===== src/rtl/seep_pkg.sv =====
package seep_pkg;
  localparam int unsigned TICK_W   = 5;
  localparam int unsigned CLK_ACK0 = 9;
  localparam int unsigned CLK_PAY0 = 10;
  localparam int unsigned CLK_LAST = 17;
  localparam int unsigned CLK_ACK1 = 18;

  function automatic logic [7:0] seep_fill(int unsigned idx, logic [7:0] seed);
    logic [7:0] prod;
    prod = 8'((idx * 29) & 255);
    return prod + seed;
  endfunction
endpackage


===== src/rtl/seep_bus_mon.sv =====
module seep_bus_mon (
  input  logic clk_i,
  input  logic rst_ni,
  input  logic upd_i,
  input  logic scl_i,
  input  logic sda_i,
  output logic start_o,
  output logic stop_o,
  output logic take_o,
  output logic bit_o
);
  logic scl_q, sda_q, cond;

  always_ff @(posedge clk_i or negedge rst_ni) begin
    if (!rst_ni) begin
      scl_q <= 1'b1;
      sda_q <= 1'b1;
    end else if (upd_i) begin
      scl_q <= scl_i;
      sda_q <= sda_i;
    end
  end

  assign cond    = upd_i & scl_q & scl_i & (sda_q != sda_i);
  assign start_o = cond & ~sda_i;
  assign stop_o  = cond & sda_i;
  assign take_o  = upd_i & ~scl_q & scl_i & (sda_q == sda_i);
  assign bit_o   = sda_i;
endmodule


===== src/rtl/seep_rom.sv =====
module seep_rom #(
  parameter int unsigned DEPTH = 256,
  parameter logic [7:0]  SEED  = 8'h5A
) (
  input  logic [7:0] addr_i,
  output logic [7:0] data_o
);
  import seep_pkg::*;
  logic [7:0] mem [DEPTH];

  for (genvar g = 0; g < int'(DEPTH); g++) begin : g_fill
    assign mem[g] = seep_fill(g, SEED);
  end

  assign data_o = mem[int'(addr_i) % int'(DEPTH)];
endmodule


===== src/rtl/seep_resp.sv =====
module seep_resp #(
  parameter int unsigned DEPTH = 256,
  parameter logic [7:0]  SEED  = 8'h5A
) (
  input  logic clk_i,
  input  logic rst_ni,
  input  logic upd_i,
  input  logic scl_i,
  input  logic sda_i,
  output logic sda_o
);
  import seep_pkg::*;

  localparam logic [TICK_W-1:0] T_ACK0 = TICK_W'(CLK_ACK0);
  localparam logic [TICK_W-1:0] T_PAY0 = TICK_W'(CLK_PAY0);
  localparam logic [TICK_W-1:0] T_LAST = TICK_W'(CLK_LAST);
  localparam logic [TICK_W-1:0] T_ACK1 = TICK_W'(CLK_ACK1);

  logic start_w, stop_w, take_w, bit_w;
  logic active_q;
  logic [TICK_W-1:0] tick_q, tick_nxt;
  logic [7:0] cmd_q, addr_q, data_q, addr_nxt, rom_addr, rom_data;
  logic out_q;

  seep_bus_mon u_mon (
    .clk_i  (clk_i),
    .rst_ni (rst_ni),
    .upd_i  (upd_i),
    .scl_i  (scl_i),
    .sda_i  (sda_i),
    .start_o(start_w),
    .stop_o (stop_w),
    .take_o (take_w),
    .bit_o  (bit_w)
  );

  assign tick_nxt = tick_q + 1'b1;
  assign addr_nxt = {addr_q[6:0], bit_w};
  assign rom_addr = cmd_q[0] ? addr_q : addr_nxt;

  seep_rom #(.DEPTH(DEPTH), .SEED(SEED)) u_rom (
    .addr_i(rom_addr),
    .data_o(rom_data)
  );

  always_ff @(posedge clk_i or negedge rst_ni) begin
    if (!rst_ni) begin
      active_q <= 1'b0;
      tick_q   <= '0;
      cmd_q    <= '0;
      addr_q   <= '0;
      data_q   <= '0;
      out_q    <= 1'b1;
    end else if (start_w) begin
      active_q <= 1'b1;
      tick_q   <= '0;
      cmd_q    <= '0;
      out_q    <= 1'b1;
    end else if (stop_w) begin
      active_q <= 1'b0;
      tick_q   <= '0;
      out_q    <= 1'b1;
    end else if (take_w && active_q) begin
      if (tick_q < T_ACK1) tick_q <= tick_nxt;
      if (tick_nxt < T_ACK0) begin
        cmd_q <= {cmd_q[6:0], bit_w};
        out_q <= 1'b1;
      end else if (tick_nxt == T_ACK0) begin
        out_q <= 1'b0;
      end else if (tick_nxt >= T_PAY0 && tick_nxt <= T_LAST) begin
        if (cmd_q[0]) begin
          out_q  <= data_q[7];
          data_q <= {data_q[6:0], 1'b0};
        end else begin
          addr_q <= addr_nxt;
          out_q  <= 1'b1;
        end
        // last payload clock: fetch overrides the shift
        if (tick_nxt == T_LAST) data_q <= rom_data;
      end else if (tick_nxt == T_ACK1) begin
        out_q <= 1'b0;
      end else begin
        out_q <= 1'b1;
      end
    end
  end

  assign sda_o = out_q;
endmodule


===== config.mk =====
export PLATFORM = sky130hd
export DESIGN_NAME = seep_resp
export DESIGN_NICKNAME = d
export VERILOG_FILES = /design/src/rtl/seep_pkg.sv /design/src/rtl/seep_bus_mon.sv /design/src/rtl/seep_rom.sv /design/src/rtl/seep_resp.sv
export SDC_FILE = /design/constraint.sdc
export NUM_CORES = 1
export LEC_CHECK = 0
export ABC_AREA = 1
export BUFFER_PORTS_ARGS = -buffer_cell sky130_fd_sc_hd__buf_4
export CAP_MARGIN = 10
export CORE_MARGIN = 3
export CORE_UTILIZATION = 25
export CTS_CLUSTER_SIZE = 25
export DETAILED_ROUTE_END_ITERATION = 10
export GPL_TIMING_DRIVEN = 0
export PLACE_DENSITY_LB_ADDON = 0.08
export SLEW_MARGIN = 40
export SYNTH_ARGS = -nofsm -noshare
export SYNTH_HDL_FRONTEND = slang
export SYNTH_HIERARCHICAL = 1
export SYNTH_SLANG_ARGS = --single-unit

===== constraint.sdc =====
create_clock -name clk_i -period 2.75 [get_ports clk_i]
set_input_delay 0.4125 -clock clk_i [delete_from_list [all_inputs] [get_ports clk_i]]
set_output_delay 0.4125 -clock clk_i [all_outputs]
set_load 0.02 [all_outputs]

==> flow_summary_export.csv, run 1 <==
group,metric,value,unit
yosys,syn_avg_cell_area,6.59,sq um
worst_setup_path,start_kind,"register",
sta,relSlewSlack,0.602,
routing,wl_per_cell,12.4,um
yosys,ys.warnings.count,6,
yosys,syn_nets,401,
placement,io_buffers,5,
yosys,synth_most_common_cell,"nand2_1",
placement,gp_congestion,0.831,
routing,drtIter0Drc,96,
worst_setup_path,path_cells,"buf_6 -> o21ai_4 -> buf_6 -> inv_4 -> buf_6 -> ha_1 -> nand2_1 -> inv_1 -> nor2_1 -> nand2_1 -> nand3_1 -> nand2_1 -> nand2_1 -> nand2_1 -> nand2_1 -> nand2_1 -> nand2_1 -> nand2_1 -> nand3_1 -> nand2_1",
sta,setup_viol,0,
cts,clkTransAtPathRegs,90,ps
sta,fin_ws,268,ps
die,io_pins,6,
global_routing,grt_pass1_wl,11300,um
die,fp.dieW,106,um
placement,dp.cells,521,
global_routing,grt_antenna_before_repair,0,
global_routing,grt.total_usage,0.121,
sta,finalCriticalPeriod,2480,ps
routing,wl,6550,um
cts,clkLatencyLatePin,270,ps
final_layout,layout-drive-gt1-share,0.184,
yosys,ys_top_cells_by_area,"dfrtp_1, nand2_1, nand3_1",
cts,root_buffer,"clkbuf_8",
yosys,synth_cells,383,
worst_setup_path,critPathKind,"register to register",
die,core,9770,sq um
worst_setup_path,crit_path_frequent_cell,"nand2_1",
die,start_util,0.258,
yosys,ys.flop_type,"dfrtp_1",
routing,drc,0,
yosys,ys_seq_elements,26,
routing,vias_per_cell,4.53,
sta,fmax,403,MHz
routing,vias,2400,
final_layout,fin_cells,530,
worst_setup_path,cp_max_fo,10,
final_layout,diodes,0,
sta,worstMarginPinSlew,593,ps
cts,cts_buffers,3,
yosys,yosys-top-cells-count,"nand2_1, nand3_1, inv_1, dfrtp_1, nor2_1",
yosys,synth_area,2520,sq um
sta,skew,10.4,ps
cts,cts_tree,"built",
global_routing,grt_pass1_vias,2343,
yosys,synth.top_cell.area_share,0.228,
sta,finalCritPeriodShare,0.902,
cts,cts_hold_buf,0,
final_layout,finalNetCount,416,
cts,clk_path_buf_depth,2,
worst_setup_path,crit_required,2920,ps
sta,slew_viol_final,0,
flow_run,cap_violations,0,
worst_setup_path,max_stage_delay,460,ps
yosys,synth_top_area_cell,"dfrtp_1",
routing,dr.pass1.iters,4,
worst_setup_path,crit_path_end_kind,"register",
yosys,yosysUniqueCellTypes,38,
yosys,synth_edf_count,0,
sta,rsz0062_at_grt,"false",
worst_setup_path,cp_top_family,"simple AND/OR/NAND/NOR gates",
yosys,yosysSeqAreaShare,0.259,
worst_setup_path,cp.arrival,2650,ps
placement,dp_slack,-315,ps
worst_setup_path,worst-path-buf-inv,5,
cts,cts.htree.levels,1,
routing,drtAntennaViolNets,0,
status,outcome,"complete, no violations",
final_layout,area_growth,13.6,%
global_routing,overflow,0,
placement,hpwl,5010,um
yosys,async_flop_share,1.00,
die,die-area,11300,sq um
worst_hold_path,hold_path_class,"primary input to asynchronous set/reset pin",
sta,hold_viol,0,
die,die_h,106,um
cts,clock-sinks,26,
global_routing,grt_max_degree,27,
die,row_count,36,
worst_setup_path,cpMaxStageDelayCell,"dfrtp_2",
-- cell type report --
class / instances / area, sq um
Buffer: 16 / 145
Clock buffer: 4 / 45.0
Fill cell: 1103 / 6910
Inverter: 45 / 174
Multi-Input combinational cell: 296 / 1610
Sequential cell: 26 / 656
Tap cell: 133 / 166
Timing Repair Buffer: 10 / 75.1
-- metal layers --
layer	GRT usage	routed length, um
met1	0.168	3260
met2	0.205	3060
met3	0.0140	194
met4	0.0210	33
met5	0	0
-- kinds of logic after synthesis --
kind of cell               share of synthesized area
adders and majority gates                     0.0644
DFF                                            0.259
xor gates and xnor gates                      0.0228
buffers and inverters                          0.123
AOI/OAI and AO/OA                              0.129
and+or+nand+nor                                0.401
-- sequential cells by signal (all words and copies together) (netlist names) --
name / count
active_q: 1
addr_q: 8
cmd_q: 1
data_q: 8
sda_o: 1
tick_q: 5
u_mon/scl_q: 1
u_mon/sda_q: 1
-- layout by cell type (no fill, tap or decap), types with 3 or more instances in the layout --
cell type and n:
inv_2 5, inv_1 37, o21ai_0 14, nand2_1 129
dfstp_2 3, dfrtp_1 22, o21ai_4 3, nor2_2 5
buf_4 14, o21ai_1 15, nand4_1 3, clkbuf_8 3
nand2_2 8, nand3_2 4, buf_6 9, a21oi_1 11
o21ai_2 3, nor2_1 21, nand3_1 46, ha_1 12
-- per-stage QoR --
stage	util	instance area (sq um)	TNS, ps	hold WS (ps)
finish	0.294	2870	0	47.8
global route	0.294	2870	0	66.1
CTS	0.287	2810	0	51.7
detailed placement	0.280	2740	-496	360
global placement	0.279	2730	-2320	363
floorplan	-	2520	0	117
-- timing repair --
| item | in CTS | in global routing |
|---|---|---|
| pin swaps | 1 | 1 |
| setup endpoints to repair | 3 | 2 |
| gates resized for setup | 6 | 9 |
| setup buffers | 1 | 4 |
-- worst paths after layout --
check	depth (start not counted)	slack [ps]	end	from
setup / recovery	20	270	data_q[7]$_DFFE_PN0P_	cmd_q[0]$_DFFE_PN0P_
max in group asynchronous	1	2380	u_mon/scl_q$_DFFE_PN1P_	rst_ni
setup reg to reg	20	270	data_q[7]$_DFFE_PN0P_	cmd_q[0]$_DFFE_PN0P_
hold / removal	1	50	tick_q[1]$_DFFE_PN0P_	rst_ni
hold reg to reg	2	480	data_q[5]$_DFFE_PN0P_	data_q[5]$_DFFE_PN0P_
min in group clk_i	2	340	u_mon/sda_q$_DFFE_PN1P_	upd_i
Power of run 1 is not shown: default switching activity piles up to over one toggle a cycle in this logic, so the estimate is an artifact.
==> run 2, diff against run 1 <==
--- a/config.mk
+++ b/config.mk
@@ -14,6 +14,7 @@
 export DETAILED_ROUTE_END_ITERATION = 10
 export GPL_TIMING_DRIVEN = 0
 export PLACE_DENSITY_LB_ADDON = 0.08
+export REMOVE_ABC_BUFFERS = 1
 export SLEW_MARGIN = 40
 export SYNTH_ARGS = -nofsm -noshare
 export SYNTH_HDL_FRONTEND = slang
==> run 2 against run 1 <==
  * Maximum frequency is 0.73% lower
  * Via count is 1.4% lower
  * Cell count is 1.5% lower
  * Critical endpoint unchanged
  * Count of clock-buffer cells in the layout stayed put
  * Register-to-register slack worse by 20 ps
  * Non-clock buffer count is 8 lower
  * First-iteration DRC count is 13% lower
==> flow_summary_export.csv, run 2 (synthesis gave the netlist of run 1 again) <==
group,metric,value,unit
status,outcome,"complete, no violations",
worst_setup_path,crit_path_end_kind,"register",
placement,gp_congestion,0.807,
routing,wl_per_cell,12.6,um
sta,rsz0062_at_grt,"false",
die,row_count,36,
sta,hold_viol,0,
cts,cts_tree,"built",
die,io_pins,6,
final_layout,fin_util,0.290,
global_routing,grt_pass1_wl,11300,um
placement,placed_cell_area,2670,sq um
final_layout,reg_top3,"addr_q (8), data_q (8), tick_q (5)",
die,die-area,11300,sq um
sta,slew_viol_final,0,
worst_setup_path,crit_required,2970,ps
cts,cts_hold_buf,0,
worst_setup_path,cpMaxStageDelayCell,"dfrtp_4",
worst_setup_path,path_cells,"buf_4 -> nand2_1 -> o21ai_4 -> buf_8 -> inv_4 -> ha_1 -> nand2_1 -> inv_1 -> nor2_1 -> nand2_1 -> nand3_1 -> nand3_1 -> nand2_1 -> nand2_1 -> nand2_1 -> nand2_1 -> nand2_1 -> nand3_1 -> nand2_1",
routing,vias,2367,
worst_setup_path,reg2reg_slack,250,ps
placement,hpwl,4780,um
worst_setup_path,cp_top_family,"simple AND/OR/NAND/NOR gates",
final_layout,final_common_cell,"nand2_1",
final_layout,most-common-layout-cells,"nand2_1, nand3_1, inv_1",
placement,io_buffers,5,
final_layout,layout-drive-gt1-share,0.180,
sta,finalCriticalPeriod,2500,ps
routing,vias_per_cell,4.53,
cts,clkLatencyLatePin,270,ps
sta,relSlewSlack,0.605,
die,core,9770,sq um
final_layout,diodes,0,
worst_setup_path,critPathKind,"register to register",
global_routing,overflow,0,
cts,clock-sinks,26,
flow_run,cap_violations,0,
worst_setup_path,worst-path-buf-inv,4,
final_layout,regArea,658,sq um
final_layout,post-route-cell-area,2840,sq um
worst_hold_path,hold_path_class,"primary input to asynchronous set/reset pin",
sta,fmax,400,MHz
sta,skew,6.12,ps
global_routing,grt_max_degree,27,
final_layout,finalNetCount,408,
die,fp.dieW,106,um
routing,drtAntennaViolNets,0,
routing,dr.pass1.iters,4,
routing,drtIter0Drc,84,
die,die_h,106,um
cts,clkTransAtPathRegs,100,ps
cts,root_buffer,"clkbuf_8",
worst_setup_path,start_kind,"register",
global_routing,grt_pass1_vias,2298,
sta,fin_ws,250,ps
worst_setup_path,cp_max_fo,13,
sta,finalCritPeriodShare,0.909,
die,start_util,0.258,
worst_setup_path,max_stage_delay,520,ps
global_routing,grt_antenna_before_repair,0,
placement,dp_slack,-705,ps
sta,worstMarginPinSlew,589,ps
global_routing,grt.total_usage,0.122,
routing,drc,0,
routing,wl,6590,um
cts,clk_path_buf_depth,2,
final_layout,nFillCells,1101,
cts,cts.htree.levels,1,
sta,setup_viol,0,
cts,cts_buffers,3,
worst_setup_path,cp.arrival,2720,ps
worst_setup_path,crit_path_frequent_cell,"nand2_1",
final_layout,multiInputGateArea,1620,sq um
final_layout,area_growth,12.4,%
run 2: cell count changes in the layout (fill, tap and decap cells not counted):
cell,before,now
buf_2,2,0
buf_4,14,15
buf_6,9,1
buf_8,0,2
clkbuf_1,2,0
clkbuf_8,3,4
clkinv_1,1,0
clkinvlp_4,0,2
dfrtp_2,1,0
dfrtp_4,0,1
inv_2,5,4
o21ai_0,14,12
o21ai_2,3,4
o21ai_4,3,4
run 2: final cells by class:
cell class / count / share of cell area
multi-input cells: 296 / 0.572
flip-flops and latches: 26 / 0.232
inverters: 45 / 0.0639
well taps: 133 / 0.0586
repair buffers: 18 / 0.0542
clock buffers: 4 / 0.0194
run 2: routing by layer:
layer,track usage,part of all wire
met1,0.170,0.51
met3,0.0146,0.016
met5,0,0
met2,0.211,0.47
met4,0.0110,0.0038
run 2: through the flow:
step | std cells | hold WS (ps) | setup TNS (ps)
after floorplan | 367 | 117 | -2410
after global placement | 505 | 359 | -11130
after detailed placement | 508 | 362 | -2180
after CTS | 517 | 45.3 | 0
after global routing | 522 | 59.1 | 0
final | 522 | 41.8 | 0
run 2: path summary, 6_finish.rpt:
| path | start | to | cells after the start |
|---|---|---|---|
| setup / recovery | cmd_q[0]$_DFFE_PN0P_ | data_q[7]$_DFFE_PN0P_ | 19 |
| hold / removal | rst_ni | data_q[6]$_DFFE_PN0P_ | 1 |
| setup reg to reg | cmd_q[0]$_DFFE_PN0P_ | data_q[7]$_DFFE_PN0P_ | 19 |
| hold reg to reg | data_q[0]$_DFFE_PN0P_ | data_q[0]$_DFFE_PN0P_ | 2 |
| max in group asynchronous | rst_ni | u_mon/scl_q$_DFFE_PN1P_ | 1 |
| min in group clk_i | upd_i | u_mon/sda_q$_DFFE_PN1P_ | 2 |
run 2: repair_timing:
action,in CTS,in global routing
pin swaps,2,2
endpoints found under the setup margin,6,2
gates resized for setup,5,4
buffers inserted,5,5
run 2: worst reg2reg max path, stage by stage, from the launching register on:
cell     delay [ps]
dfrtp_4         520
buf_4           190
nand2_1         100
o21ai_4          70
buf_8           160
inv_4           160
ha_1            270
nand2_1          70
inv_1            50
nor2_1          150
nand2_1          70
nand3_1          80
nand3_1          80
nand2_1          90
nand2_1          50
nand2_1          70
nand2_1          60
nand2_1          60
nand3_1          70
nand2_1          90
Power of run 2 is left out for the same reason.
